[src/rtl/dsteer_pkg.sv]
package dsteer_pkg;
  typedef enum logic [1:0] {
    CLS_SIMPLE  = 2'd0,
    CLS_COMPLEX = 2'd1,
    CLS_MSEQ    = 2'd2,
    CLS_MSEQ_X  = 2'd3
  } icls_e;

  function automatic logic is_decodable(input logic [1:0] c);
    return (c == CLS_SIMPLE) || (c == CLS_COMPLEX);
  endfunction
endpackage

[src/rtl/dsteer_group_scan.sv]
module dsteer_group_scan import dsteer_pkg::*; #(
  parameter int SLOTS = 4
) (
  input  logic [SLOTS-1:0]   vld,
  input  logic [2*SLOTS-1:0] cls,
  output logic [SLOTS-1:0]   join_mask,
  output logic               lead_mseq
);
  assign join_mask[0] = vld[0] && is_decodable(cls[1:0]);
  assign lead_mseq    = vld[0] && !is_decodable(cls[1:0]);

  for (genvar i = 1; i < SLOTS; i++) begin : g_slot
    assign join_mask[i] = join_mask[i-1] && vld[i] &&
                          (icls_e'(cls[2*i +: 2]) == CLS_SIMPLE);
  end
endmodule

[src/rtl/dsteer_uop_sum.sv]
module dsteer_uop_sum import dsteer_pkg::*; #(
  parameter int SLOTS       = 4,
  parameter int MAX_CX_UOPS = 4,
  localparam int CW  = $clog2(MAX_CX_UOPS + 1),
  localparam int UOW = $clog2(MAX_CX_UOPS + SLOTS),
  localparam int TW  = $clog2(SLOTS + 1)
) (
  input  logic [SLOTS-1:0] join_mask,
  input  logic [1:0]       lead_cls,
  input  logic [CW-1:0]    lead_cnt,
  output logic [UOW-1:0]   uops,
  output logic [TW-1:0]    glen
);
  logic [UOW-1:0] lead_uops;
  logic [TW-1:0]  tail;

  always_comb begin
    tail = '0;
    for (int i = 1; i < SLOTS; i++) tail += TW'(join_mask[i]);
  end

  always_comb begin
    if (!join_mask[0])                                lead_uops = '0;
    else if (icls_e'(lead_cls) == CLS_COMPLEX)        lead_uops = UOW'(lead_cnt);
    else                                              lead_uops = UOW'(1);
  end

  assign uops = lead_uops + UOW'(tail);
  assign glen = join_mask[0] ? tail + TW'(1) : '0;
endmodule

[src/rtl/dsteer_mseq_ctl.sv]
module dsteer_mseq_ctl (
  input  logic clk,
  input  logic rst_n,
  input  logic start,
  input  logic done,
  input  logic flush,
  output logic busy,
  output logic abort
);
  always_ff @(posedge clk or negedge rst_n) begin
    if (!rst_n)      busy <= 1'b0;
    else if (flush)  busy <= 1'b0;
    else if (busy)   busy <= !done;
    else             busy <= start;
  end

  assign abort = flush && busy;


  flush_clears_busy_chk: assert property (@(posedge clk) disable iff (!rst_n)
    flush |=> !busy);

  busy_holds_chk: assert property (@(posedge clk) disable iff (!rst_n)
    busy && !done && !flush |=> busy);

  start_sets_busy_chk: assert property (@(posedge clk) disable iff (!rst_n)
    start && !flush |=> busy);
endmodule

[src/rtl/dsteer_top.sv]
module dsteer_top import dsteer_pkg::*; #(
  parameter int SLOTS       = 4,
  parameter int MAX_CX_UOPS = 4,
  localparam int CW  = $clog2(MAX_CX_UOPS + 1),
  localparam int UOW = $clog2(MAX_CX_UOPS + SLOTS),
  localparam int TW  = $clog2(SLOTS + 1)
) (
  input  logic                  clk,
  input  logic                  rst_n,
  input  logic                  flush,
  input  logic [SLOTS-1:0]      grp_vld,
  input  logic [2*SLOTS-1:0]    grp_cls,
  input  logic [CW*SLOTS-1:0]   grp_ucnt,
  output logic [TW-1:0]         take_cnt,
  output logic                  out_valid,
  input  logic                  out_ready,
  output logic [SLOTS-1:0]      out_slots,
  output logic [UOW-1:0]        out_uops,
  output logic                  mseq_start,
  input  logic                  mseq_done,
  output logic                  mseq_abort
);
  logic [SLOTS-1:0] join_mask;
  logic             lead_mseq;
  logic [UOW-1:0]   uops;
  logic [TW-1:0]    glen;
  logic             busy;
  logic             gate;

  dsteer_group_scan #(.SLOTS(SLOTS)) u_scan (
    .vld(grp_vld), .cls(grp_cls), .join_mask(join_mask), .lead_mseq(lead_mseq)
  );

  dsteer_uop_sum #(.SLOTS(SLOTS), .MAX_CX_UOPS(MAX_CX_UOPS)) u_sum (
    .join_mask(join_mask), .lead_cls(grp_cls[1:0]), .lead_cnt(grp_ucnt[CW-1:0]),
    .uops(uops), .glen(glen)
  );

  dsteer_mseq_ctl u_mseq (
    .clk(clk), .rst_n(rst_n), .start(mseq_start), .done(mseq_done),
    .flush(flush), .busy(busy), .abort(mseq_abort)
  );

  assign gate       = !busy && !flush;
  assign out_valid  = gate && join_mask[0];
  assign out_slots  = out_valid ? join_mask : '0;
  assign out_uops   = out_valid ? uops : '0;
  assign mseq_start = gate && lead_mseq;

  always_comb begin
    if (out_valid && out_ready) take_cnt = glen;
    else if (mseq_start)        take_cnt = TW'(1);
    else                        take_cnt = '0;
  end


  hold_no_take_chk: assert property (@(posedge clk) disable iff (!rst_n)
    out_valid && !out_ready |-> take_cnt == '0);

  busy_blocks_chk: assert property (@(posedge clk) disable iff (!rst_n)
    busy |-> !out_valid && !mseq_start && take_cnt == '0);

  slots_contig_chk: assert property (@(posedge clk) disable iff (!rst_n)
    ((out_slots + SLOTS'(1)) & out_slots) == '0);

  take_bound_chk: assert property (@(posedge clk) disable iff (!rst_n)
    int'(take_cnt) <= $countones(grp_vld));

  flush_quiet_chk: assert property (@(posedge clk) disable iff (!rst_n)
    flush |-> !out_valid && !mseq_start && take_cnt == '0);
endmodule

[config.mk]
export PLATFORM = sky130hd
export DESIGN_NAME = dsteer_top
export DESIGN_NICKNAME = d
export VERILOG_FILES = /design/src/rtl/dsteer_pkg.sv /design/src/rtl/dsteer_group_scan.sv /design/src/rtl/dsteer_uop_sum.sv /design/src/rtl/dsteer_mseq_ctl.sv /design/src/rtl/dsteer_top.sv
export SDC_FILE = /design/constraint.sdc
export NUM_CORES = 1
export LEC_CHECK = 0
export BUFFER_PORTS_ARGS = -buffer_cell sky130_fd_sc_hd__buf_2
export CORE_AREA = 3 3 40 42
export CTS_CLUSTER_DIAMETER = 200
export DETAILED_ROUTE_END_ITERATION = 10
export DIE_AREA = 0 0 43 45
export PLACE_DENSITY = 0.67
export SLEW_MARGIN = 5
export SYNTH_ARGS = -nofsm -noshare
export SYNTH_HDL_FRONTEND = slang
export SYNTH_SLANG_ARGS = --single-unit
[constraint.sdc]
create_clock -name clk -period 7.8 [get_ports clk]
set_clock_uncertainty 0.15 [all_clocks]
set_input_delay 1.17 -clock clk [delete_from_list [all_inputs] [get_ports clk]]
set_output_delay 1.17 -clock clk [all_outputs]
set_load 0.02 [all_outputs]
* Word level (Yosys, flattened, before mapping)
Index checks and enable logic that the tools add are counted.
Widths: inputs -> output; s select.
** Word-level totals
- Bits in registers :: 1
- Input bits :: 29
- Output and inout bits :: 13
- Word-level logic and storage cells :: 37
** Operators by class
- Add/subtract/negate cells :: 4
- Equality and inequality tests :: 1
- Muxes and demuxes :: 9
- Reductions and logical operators :: 22
** Operators with widths (count)
- $mux 3 :: 5
- $logic_and 1x1->1 :: 13
- $logic_not 2->1 :: 4
- $logic_not 1->1 :: 4
- $mux 4 :: 1
- $add 3x1->3 :: 1
- $add 3x1->3 const B :: 1
- $add 3x3->3 :: 1
- $mux 1 :: 3
- $add 1x1->2 :: 1
- $eq 2x1->1 const B :: 1
- $logic_or 1x1->1 :: 1

* Longest topological paths before layout
- Depth after elaboration :: 13
- Depth in mapped cells :: 12
- Gate-level depth less buffers :: 12

* Cells and area by module
Synthesis repeated with hierarchy kept, for this count alone.
** Second synthesis, totals
- Cells, all modules :: 40
- Area, all modules :: 359.1 sq um
** By module, submodules not included
- dsteer_uop_sum :: instances 1, cells an instance 13, area each 125.1 sq um, seq. area each 0.0 sq um
- dsteer_top :: instances 1, cells an instance 14, area each 113.9 sq um, seq. area each 0.0 sq um
- dsteer_group_scan :: instances 1, cells an instance 9, area each 76.3 sq um, seq. area each 0.0 sq um
- dsteer_mseq_ctl :: instances 1, cells an instance 4, area each 43.8 sq um, seq. area each 25.0 sq um

* Least setup slack after synthesis
OpenSTA, ideal clock, no wires.
- Path type :: input port to output port
- From :: input port grp_cls[3]
- To :: output port out_uops[2]
- Data arrival time :: 3.439 ns
- Required time :: 6.480 ns
- Slack :: 3.041 ns
- Stages on the path :: 12
- Buffers on the path :: 0
- Cell sequence :: nor3b_2 > and2_4 > inv_2 > or2_1 > fa_1 > inv_1 > ha_1 > inv_1 > fa_1 > xor2_1 > xnor2_1 > nor2_1
** On the way
- Word-level cells in the longest chain between the ends :: 9
- Elaborated cells on any way between the ends :: 10
- Classes of those cells :: add/sub: 3; mux: 1; reduce/logical: 6
** RTL lines
- start, declared :: line dsteer_top.sv:12 : input logic [2*SLOTS-1:0] grp_cls,
- $logic_not 2->1 (*) :: line dsteer_group_scan.sv:14 : (icls_e'(cls[2*i +: 2]) == CLS_SIMPLE);
- $logic_and 1x1->1 (*) :: line dsteer_group_scan.sv:13 : assign join_mask[i] = join_mask[i-1] && vld[i] &&
- $logic_and 1x1->1 (4 in series) :: line dsteer_group_scan.sv:13
- $add 3x1->3 (*) :: line dsteer_uop_sum.sv:19 : for (int i = 1; i < SLOTS; i++) tail += TW'(join_mask[i]);
- $add 3x3->3 (*) :: line dsteer_uop_sum.sv:28 : assign uops = lead_uops + UOW'(tail);
- $mux 3 (*) :: line dsteer_top.sv:47 : assign out_uops = out_valid ? uops : '0;
- end, declared :: line dsteer_top.sv:18 : output logic [UOW-1:0] out_uops,
Every way passes the cells marked *; elsewhere a longest branch is shown, timed or not.

* Worst setup path in the final report
Same ends and word-level chain as after synthesis.

==> flow_metrics.py <==
metrics = {
    "timing": {
        "worst_pin_slew_ns": 0.168,
        "hold_viol": 0,
        "setup_violations": 0,
        "timing.final.crit_share_pct": 63.0,
        "setup_tns_ns": 0,
        "slew_violations": 0,
        "fin_crit_ns": 4.91,
        "timing.slew.headroom_pct": 88.8,
        "rsz0062_at_grt": "false",
        "max_freq_mhz": 204,
    },
    "clocking": {
        "holdBufCountCts": 0,
        "clkTransAtPathRegs_ns": 0,
        "cts-resized-gates": 0,
        "clock_latency_ns": 0,
        "cts_setup_buffers": 0,
    },
    "synth": {
        "synthesis.nets": 86,
        "avgSynthCellArea_um2": 7.06,
        "syn-cell-area_um2": 353,
        "syn_inst": 50,
        "yosysWarnings": 0,
        "synth_area_leaders": "fa_1 (17%), ha_1 (14%), nor2_1 (12%), inv_1 (8.5%), dfrtp_1 (7.1%)",
        "yosysTopAreaCell": "fa_1",
        "seq_area_frac_synth_pct": 7.09,
        "synth_top_area_share_pct": 17.0,
        "ys_seq_elements": 1,
        "yosysUniqueCellTypes": 21,
    },
    "layout": {
        "largestRegisters": "u_mseq.busy x1",
        "final_util_pct": 40.8,
        "largest_reg_flops": 1,
        "syn2layout_area_growth_pct": 48.6,
        "drive_gt1_share_pct": 44.4,
        "seqCellArea_um2": 25.0,
        "regMostFlops": "u_mseq.busy",
        "fillers": 140,
        "multiInputGateArea_um2": 287,
        "fin_nets": 119,
        "fin_cells": 96,
        "diodes": 0,
    },
    "worst_setup_path": {
        "criticalPathCategory": "in -> out",
        "crit_fanout": 4,
        "worstSetupStartpointType": "primary input",
        "crit_arrival_ns": 3.59,
        "r2r_slack_ns": 6.79,
        "crit_path_end_kind": "output port",
        "required_ns": 6.48,
    },
    "route": {
        "vias_per_cell": 4.19,
        "drc": 0,
        "ant_nets": 0,
        "wirelength_um": 781,
        "drtPass1Iterations": 5,
        "dr_total_vias": 402,
        "drt_iter0_drc": 7,
        "routedWlPerCell_um": 8.14,
    },
    "grt": {
        "grt_max_degree": 6,
        "grt_pass1_wl_um": 1260,
        "overflow": 0,
        "antenna_found_initial": 0,
        "track_usage_pct": 7.84,
        "grt_pass1_vias": 322,
    },
    "floorplan": {
        "die_w_um": 43,
        "core_area_mm2": 0.00128,
        "num_io_pins": 42,
        "dieArea_mm2": 0.00194,
        "initial_core_util_pct": 27.5,
        "die_h_um": 45,
        "std_cell_rows": 13,
    },
    "power": {
        "peakVddDrop_uv": 12.3,
        "cellPowerDensity_mw_per_mm2": 35.8,
        "p_leak_nw": 0.308,
    },
    "placed_design": {
        "io_buffers": 32,
        "place.gp.congestion": 0.680,
        "dpl.cell_count": 96,
        "post-dp-hpwl_um": 746,
    },
    "hold_path": {
        "hold_class": "reg -> reg",
    },
    "run": {
        "maxCapViolations": 0,
    },
    "status": {
        "status": "completed",
    },
}
report_power, final:
| part | internal, mW | leakage [nW] | switching, mW |
|---|---|---|---|
| clock network | 0 | 0 | 0 |
| registers | 0.00547 | 0.0137 | 0.000114 |
| logic | 0.00651 | 0.294 | 0.00669 |
final timing paths:
check | from | to | depth (start not counted)
min in group asynchronous | rst_n | u_mseq.busy$_DFF_PN0_ | 1
worst min register to register | u_mseq.busy$_DFF_PN0_ | u_mseq.busy$_DFF_PN0_ | 2
worst min-delay path | u_mseq.busy$_DFF_PN0_ | u_mseq.busy$_DFF_PN0_ | 2
worst max register to register | u_mseq.busy$_DFF_PN0_ | u_mseq.busy$_DFF_PN0_ | 3
worst max-delay path | grp_cls[3] | out_uops[2] | 14
max in group asynchronous | rst_n | u_mseq.busy$_DFF_PN0_ | 1
final cells by class:
type	count	area share, %
inverter	9	6.44
sequential	1	4.77
multi-input combinational	39	54.7
timing repair buffer	32	30.5
tap	15	3.58
cells by family after synthesis:
family	synth area share, %
AO/OA/AOI/OAI	4.96
adder cells (fa/ha/maj)	31.2
buffers and inverters	11.7
XOR/XNOR	4.97
flip-flops	7.09
AND/OR/NAND/NOR	40.1
per-layer routing:
layer / GRT usage (%) / part of all wire, % / up-vias
li1: - / - / 214
met1: 11.1 / 41 / 161
met2: 12.9 / 39 / 27
met3: 1.99 / 19 / 0
met4: 0 / 0 / 0
met5: 0 / 0 / -
cell usage after synthesis:
| master | number |
|---|---|
| o21ai_1 | 1 |
| dfrtp_1 | 1 |
| xnor2_1 | 1 |
| and2_1 | 2 |
| fa_1 | 3 |
| and2_4 | 1 |
| ha_1 | 4 |
| or2_1 | 1 |
| nand2b_1 | 1 |
| nor2b_4 | 1 |
| nand3_1 | 3 |
| buf_4 | 1 |
| a21oi_1 | 1 |
| inv_1 | 8 |
| nor3b_2 | 1 |
| a21boi_0 | 1 |
| nor2_1 | 11 |
| inv_2 | 1 |
| nand2_1 | 5 |
| nand4_1 | 1 |
| xor2_1 | 1 |
layout by cell type (no fill, tap or decap):
master,instances
and2_1,2
inv_1,8
and2_4,1
buf_2,32
a21boi_0,1
nor2b_4,1
nand3_1,3
ha_1,4
nand2_1,5
nand2b_1,1
xor2_1,1
a21oi_1,1
nand4_1,1
nor3b_2,1
dfrtp_1,1
fa_1,3
nor2_1,11
xnor2_1,1
inv_2,1
or2_1,1
o21ai_1,1
worst max-delay path, stage by stage:
cell and delay, ns:
buf_2 0.10, nor3b_2 0.19, and2_4 0.18, inv_2 0.05
or2_1 0.23, fa_1 0.47, inv_1 0.11, ha_1 0.15
inv_1 0.04, fa_1 0.37, xor2_1 0.16, xnor2_1 0.12
nor2_1 0.08, buf_2 0.16
stage by stage:
step	hold slack (ns)	setup WS [ns]	instance area [um^2]	power, mW
4_1_cts	0.392	2.86	524	0.0190
3_5_place_dp	0.399	2.86	524	0.0190
5_1_grt	0.420	2.70	524	0.0205
2_1_floorplan	0.369	3.04	353	0.0122
3_3_place_gp	0.397	2.90	524	0.0188
6_report	0.388	2.89	524	0.0188
Power figures use the tool's default switching activity.
